File: config.mk
export PLATFORM = sky130hd
export DESIGN_NAME = fast_relock_seq
export DESIGN_NICKNAME = d
export VERILOG_FILES = /design/src/rtl/fls_pkg.sv /design/src/rtl/fl_fault_det.sv /design/src/rtl/fl_code_hold.sv /design/src/rtl/fast_relock_seq.sv
export SDC_FILE = /design/constraint.sdc
export NUM_CORES = 1
export LEC_CHECK = 0
export ABC_CLOCK_PERIOD_IN_PS = 1640
export CORE_ASPECT_RATIO = 0.5
export CORE_MARGIN = 2
export CORE_UTILIZATION = 39
export DETAILED_ROUTE_END_ITERATION = 12
export PLACE_DENSITY = 0.75
export SETUP_SLACK_MARGIN = 0.1
export SLEW_MARGIN = 20
export SYNTH_ARGS = -nofsm -noshare
export SYNTH_HDL_FRONTEND = slang
export SYNTH_HIERARCHICAL = 1
export SYNTH_SLANG_ARGS = --single-unit
export TNS_END_PERCENT = 10
File: constraint.sdc
create_clock -name clk -period 1.64 [get_ports clk]
set_input_delay 0.328 -clock clk [delete_from_list [all_inputs] [get_ports clk]]
set_output_delay 0.328 -clock clk [all_outputs]
set_load 0.01 [all_outputs]
File: src/rtl/fls_pkg.sv
package fls_pkg;
    typedef enum logic [3:0] {
        FL_TRACK   = 4'b0001,
        FL_LOCKED  = 4'b0010,
        FL_SUSPEND = 4'b0100,
        FL_RESUME  = 4'b1000
    } fl_state_e;
endpackage

File: src/rtl/fl_fault_det.sv
module fl_fault_det #(
    parameter int ERR_W = 8,
    parameter int N_W   = 8
) (
    input  logic             clk,
    input  logic             rst_n,
    input  logic             ref_tick,
    input  logic [ERR_W-1:0] phase_err,
    input  logic [ERR_W-1:0] thr_m,
    input  logic [N_W-1:0]   mult_n,
    output logic             fault
);
    logic [N_W-1:0] n_prev;
    logic           n_seen;
    logic           err_over;
    logic           n_moved;

    // factor captured at every reference edge, whatever the state
    always_ff @(posedge clk) begin
        if (!rst_n) begin
            n_prev <= '0;
            n_seen <= 1'b0;
        end else if (ref_tick) begin
            n_prev <= mult_n;
            n_seen <= 1'b1;
        end
    end

    always_comb begin
        err_over = phase_err > thr_m;
        n_moved  = n_seen && (mult_n != n_prev);
        fault    = ref_tick && (err_over || n_moved);
    end

    // no factor comparison before the first tick has been seen
    a_r3_first_tick: assert property (@(posedge clk) disable iff (!rst_n)
        (!n_seen && ref_tick && !err_over) |-> !fault);
endmodule

File: src/rtl/fl_code_hold.sv
module fl_code_hold #(
    parameter int CODE_W = 10
) (
    input  logic              clk,
    input  logic              rst_n,
    input  logic              in_susp,
    input  logic              arm,
    input  logic              code_valid,
    input  logic [CODE_W-1:0] code_in,
    output logic [CODE_W-1:0] code_out,
    output logic              code_load,
    output logic              have_code
);
    logic accept;

    always_comb accept = in_susp && code_valid && !have_code;

    always_ff @(posedge clk) begin
        if (!rst_n) begin
            code_out  <= '0;
            code_load <= 1'b0;
            have_code <= 1'b0;
        end else begin
            code_load <= accept;
            if (accept) code_out <= code_in;
            if (arm)         have_code <= 1'b0;
            else if (accept) have_code <= 1'b1;
        end
    end

    // the applied code moves only together with a load pulse
    a_r5_code_moves_with_load: assert property (@(posedge clk) disable iff (!rst_n)
        !$stable(code_out) |-> code_load);
    // at most one capture per suspension
    a_r5_single_load: assert property (@(posedge clk) disable iff (!rst_n)
        code_load |=> !code_load);
endmodule

File: src/rtl/fast_relock_seq.sv
module fast_relock_seq
    import fls_pkg::*;
#(
    parameter int ERR_W  = 8,
    parameter int N_W    = 8,
    parameter int CODE_W = 10
) (
    input  logic              clk,
    input  logic              rst_n,
    input  logic              ref_tick,
    input  logic [ERR_W-1:0]  phase_err,
    input  logic [ERR_W-1:0]  thr_m,
    input  logic [N_W-1:0]    mult_n,
    input  logic [CODE_W-1:0] code_in,
    input  logic              code_valid,
    output logic              osc_en,
    output logic              phase_sync,
    output logic              code_load,
    output logic [CODE_W-1:0] code_out,
    output logic              unlock,
    output logic              loop_release
);
    fl_state_e state, state_nx;
    logic      fault;
    logic      have_code;
    logic      in_susp;
    logic      arm;

    fl_fault_det #(.ERR_W(ERR_W), .N_W(N_W)) u_det (
        .clk(clk), .rst_n(rst_n), .ref_tick(ref_tick),
        .phase_err(phase_err), .thr_m(thr_m), .mult_n(mult_n),
        .fault(fault)
    );

    always_comb begin
        in_susp = (state == FL_SUSPEND);
        arm     = !in_susp && (state_nx == FL_SUSPEND);
    end

    fl_code_hold #(.CODE_W(CODE_W)) u_code (
        .clk(clk), .rst_n(rst_n), .in_susp(in_susp), .arm(arm),
        .code_valid(code_valid), .code_in(code_in),
        .code_out(code_out), .code_load(code_load), .have_code(have_code)
    );

    // next-state logic: every move happens on a reference tick
    always_comb begin
        state_nx = state;
        unique case (state)
            FL_TRACK:   if (fault) state_nx = FL_SUSPEND;
                        else if (ref_tick) state_nx = FL_LOCKED;
            FL_LOCKED:  if (fault) state_nx = FL_SUSPEND;
            FL_SUSPEND: if (ref_tick && have_code) state_nx = FL_RESUME;
            FL_RESUME:  if (ref_tick) state_nx = FL_TRACK;
            default:    state_nx = FL_TRACK;
        endcase
    end

    always_ff @(posedge clk) begin
        if (!rst_n) state <= FL_TRACK;
        else        state <= state_nx;
    end

    // outputs decoded from the state register only
    always_comb begin
        osc_en       = 1'b1;
        phase_sync   = 1'b0;
        unlock       = 1'b1;
        loop_release = 1'b0;
        unique case (state)
            FL_TRACK:   loop_release = 1'b1;
            FL_LOCKED:  begin unlock = 1'b0; loop_release = 1'b1; end
            FL_SUSPEND: begin osc_en = 1'b0; phase_sync = 1'b1; end
            FL_RESUME:  ;
            default:    ;
        endcase
    end

    a_r9_onehot_state: assert property (@(posedge clk) disable iff (!rst_n)
        $countones(state) == 1);
    a_r2_fault_halts: assert property (@(posedge clk) disable iff (!rst_n)
        (fault && (state == FL_TRACK || state == FL_LOCKED)) |=> (!osc_en && phase_sync));
    a_r6_restart_on_tick: assert property (@(posedge clk) disable iff (!rst_n)
        $rose(osc_en) |-> ($past(ref_tick) && $past(have_code)));
    a_r5_load_while_halted: assert property (@(posedge clk) disable iff (!rst_n)
        code_load |-> !osc_en);
    a_r8_release_after_resume: assert property (@(posedge clk) disable iff (!rst_n)
        (state == FL_RESUME && ref_tick) |=> (loop_release && osc_en && unlock));
    a_r4_locked_flags: assert property (@(posedge clk) disable iff (!rst_n)
        !unlock |-> (loop_release && osc_en));
endmodule

==> flow_metrics.env <==
export IMPL_relSlewSlack_pct=80.7
export IMPL_place_inst=257
export IMPL_drt_total_wl_um=2950
export IMPL_violations="setup timing"
export IMPL_synth_fp_nets=192
export IMPL_track_usage_pct=14.7
export IMPL_yosysWarnings=6
export IMPL_clock_sinks=25
export IMPL_drt_iter0_markers=40
export IMPL_instances_no_fill=261
export IMPL_clockBufferDepth=2
export IMPL_grt_first_pass_wirelength_um=4610
export IMPL_hold_viol=0
export IMPL_synthToLayoutAreaGrowth_pct=55.4
export IMPL_power_density_nw_per_um2=683
export IMPL_numCtsBuffers=3
export IMPL_viasPerCell=4.58
export IMPL_worstPathRequired_ns=1.84
export IMPL_critPathKind="input pin to flip-flop"
export IMPL_grt_pass1_vias=1105
export IMPL_reg2reg_from="u_det/n_prev[6]"
export IMPL_p_leak_uw=0.000883
export IMPL_n_fill_cell=295
export IMPL_drt_pass1_iterations=4
export IMPL_chipHeight_um=45.9
export IMPL_vias=1196
export IMPL_min_path_cells=3
export IMPL_synth_avg_cell_area_um2=9.38
export IMPL_place_congestion=0.853
export IMPL_antenna_found_initial=0
export IMPL_slew_viol_final=0
export IMPL_rows=15
export IMPL_switching_share_pct=27.1
export IMPL_clkPwrFrac_pct=24.2
export IMPL_nNetsFinal=257
export IMPL_reg2regPathDepth=7
export IMPL_postRouteAntennaNets=0
export IMPL_core_area_um2=3400
export IMPL_rrSetupSlack_ns=0.01
export IMPL_cp_start_kind="input pin"
export IMPL_grt_max_degree=20
export IMPL_grt_setup_unrepaired="yes"
export IMPL_final_cell_mix="clkdlybuf4s50_1 (24), nand2_1 (23), dfxtp_1 (21)"
export IMPL_cp_end_kind="flip-flop"
export IMPL_cp_max_fo=4
export IMPL_root_buffer="clkbuf_8"
export IMPL_cp_arrival_ns=1.90
export IMPL_switchingPower_uw=393
export IMPL_worstMarginPinSlew_ns=0.288
export IMPL_finalSetupTns_ns=-0.0724
export IMPL_period_needed_ns=1.70
export IMPL_period_share_pct=103
export IMPL_boundaryPins=53
export IMPL_dpl_cell_area_um2=2030
export IMPL_layout_commonest_cell="clkdlybuf4s50_1"
export IMPL_cts_tree="built"
export IMPL_synth_top_flop_cell="dfxtp_1"
export IMPL_status="finished, violations left"
export IMPL_syn_instance_count=146
export IMPL_synth_edf_count=0
export IMPL_hold_start="mult_n[1]"
export IMPL_initial_core_util_pct=40.3
export IMPL_num_antenna_cells=0
export IMPL_drive_gt1_share_pct=24.8
export IMPL_fp_dieW_um=87.8
export IMPL_hold_end="u_det/n_prev[1]"
export IMPL_r2r_end="state[0]"
export IMPL_seq_area_frac_synth_pct=36.6
export IMPL_post_route_drc_count=0
export IMPL_die_area_um2=4030
export IMPL_share_comb_of_total_power_pct=29.4
export IMPL_timing_fmax_ghz=0.589
export IMPL_drv_cap=0
export IMPL_seqPwrFrac_pct=46.3
export IMPL_postCtsSetupRepairBufs=0
export IMPL_cts_htree_levels=1
export IMPL_hold_class="input pin to flip-flop"
export IMPL_design_area_um2=2130
export IMPL_ys_async_sr_fraction_pct=0
export IMPL_port_buffers=52
export IMPL_dp_hpwl_um=2200
export IMPL_clk_latency_ns=0.26
export IMPL_worst_slack_ns=-0.0568
export IMPL_grt_overflow=0
export IMPL_synth_seq_cells=25
export IMPL_peakVddDrop_mv=0.380
export IMPL_cts_clk_slew_worst_paths_ns=0.08
export IMPL_setup_violations=2
export IMPL_synth_distinct_cells=33
export IMPL_finClkSkew_ns=0.00239
export IMPL_synth_area_um2=1370
export IMPL_p_int_uw=1060
export IMPL_wl_per_cell_um=11.3
[cell usage after synthesis (2+ instances only)]
library cell	n	area share (%)
o21a_1	2	1.1
buf_2	2	0.73
nor2b_1	10	4.6
xor2_1	9	5.8
o21ai_0	3	1.1
nand2_1	23	6.3
nor3b_1	4	2.2
nand4_1	2	0.91
nor4_2	2	1.8
inv_1	9	2.5
ha_1	8	7.3
and2_1	2	0.91
a21oi_1	6	2.2
nor2_1	3	0.82
and3b_1	2	1.3
dfxtp_1	25	37
mux2i_1	18	13
[how the worst max path moves through the flow]
| stage | start | end | slack (ns) |
|---|---|---|---|
| after floorplan | thr_m[7] | state[0] | -0.04 |
| after global placement | thr_m[7] | state[0] | -0.58 |
| after detailed placement | thr_m[7] | state[0] | -0.71 |
| after CTS | u_det/n_prev[1] | state[0] | -0.13 |
| after global routing | u_det/n_prev[6] | state[0] | -0.14 |
| final | thr_m[0] | state[0] | -0.06 |
[cells by family (layout without fill, tap and decap cells)]
family | count (synthesis) | after routing | synth area share (%)
multiplexers | 18 | 18 | 13.2
flip-flops | 25 | 25 | 36.6
adder cells (fa/ha/maj) | 8 | 8 | 7.31
AO/OA/AOI/OAI | 16 | 16 | 7.68
XOR/XNOR | 10 | 10 | 6.95
buffers and inverters | 13 | 77 | 4.30
AND/OR/NAND/NOR | 56 | 56 | 24.0
[routing by layer]
| metal | up-vias | wire (µm) | global-route usage (%) |
|---|---|---|---|
| met4 | 0 | 17 | 3.69 |
| met5 | - | 0 | 0 |
| met2 | 29 | 1480 | 27.7 |
| li1 | 628 | - | - |
| met1 | 537 | 1300 | 17.3 |
| met3 | 2 | 148 | 3.08 |
[final cells by class]
type                    count  area (µm²)  area share (%)
clock buffers               4        45.0            2.12
multi-input cells         108         920            43.2
well taps                  51        63.8            3.00
flip-flops and latches     25         510            24.0
inverters                   9        33.8            1.59
repair buffers             64         554            26.1
[through the flow]
step	hold slack, ns	util, %	total power [µW]	setup slack (ns)
finish	0.456	62.6	1450	-0.0568
global route	0.480	62.6	1550	-0.144
CTS	0.450	62.7	1470	-0.133
detailed placement	0.448	59.8	1100	-0.708
global placement	0.440	59.8	1090	-0.576
floorplan	0.414	-	881	-0.0405
[power by group through the flow]
| stage | clock [µW] | combinational [µW] | sequential, µW |
|---|---|---|---|
| after detailed placement | 0 | 423 | 680 |
| after global routing | 402 | 468 | 677 |
| after floorplan | 0 | 200 | 681 |
| final | 352 | 427 | 673 |
| after CTS | 370 | 426 | 674 |
| after global placement | 0 | 412 | 677 |
[worst max-delay path, stage by stage]
cell,delay (ns)
clkdlybuf4s15_1,0.17
ha_1,0.27
nand4_1,0.17
o21a_1,0.22
o31a_1,0.35
nor4b_2,0.23
o21ai_1,0.09
nand3b_1,0.08
[state kept, by name (all words and copies together) (netlist names)]
| register | cells |
|---|---|
| u_code/code_load | 1 |
| state | 4 |
| u_det/n_prev | 8 |
| u_code/code_out | 10 |
| u_det/n_seen | 1 |
| u_code/have_code | 1 |
[timing repair]
| action | CTS | global route |
|---|---|---|
| hold buffers | 0 | 0 |
| setup endpoints to repair | 18 | 9 |
| pin swaps | 21 | 16 |
| hold endpoints to repair | 0 | 0 |
| resized for setup | 68 | 17 |
| cloned | 0 | 0 |
No activity file was read; power rests on OpenSTA's default activity.
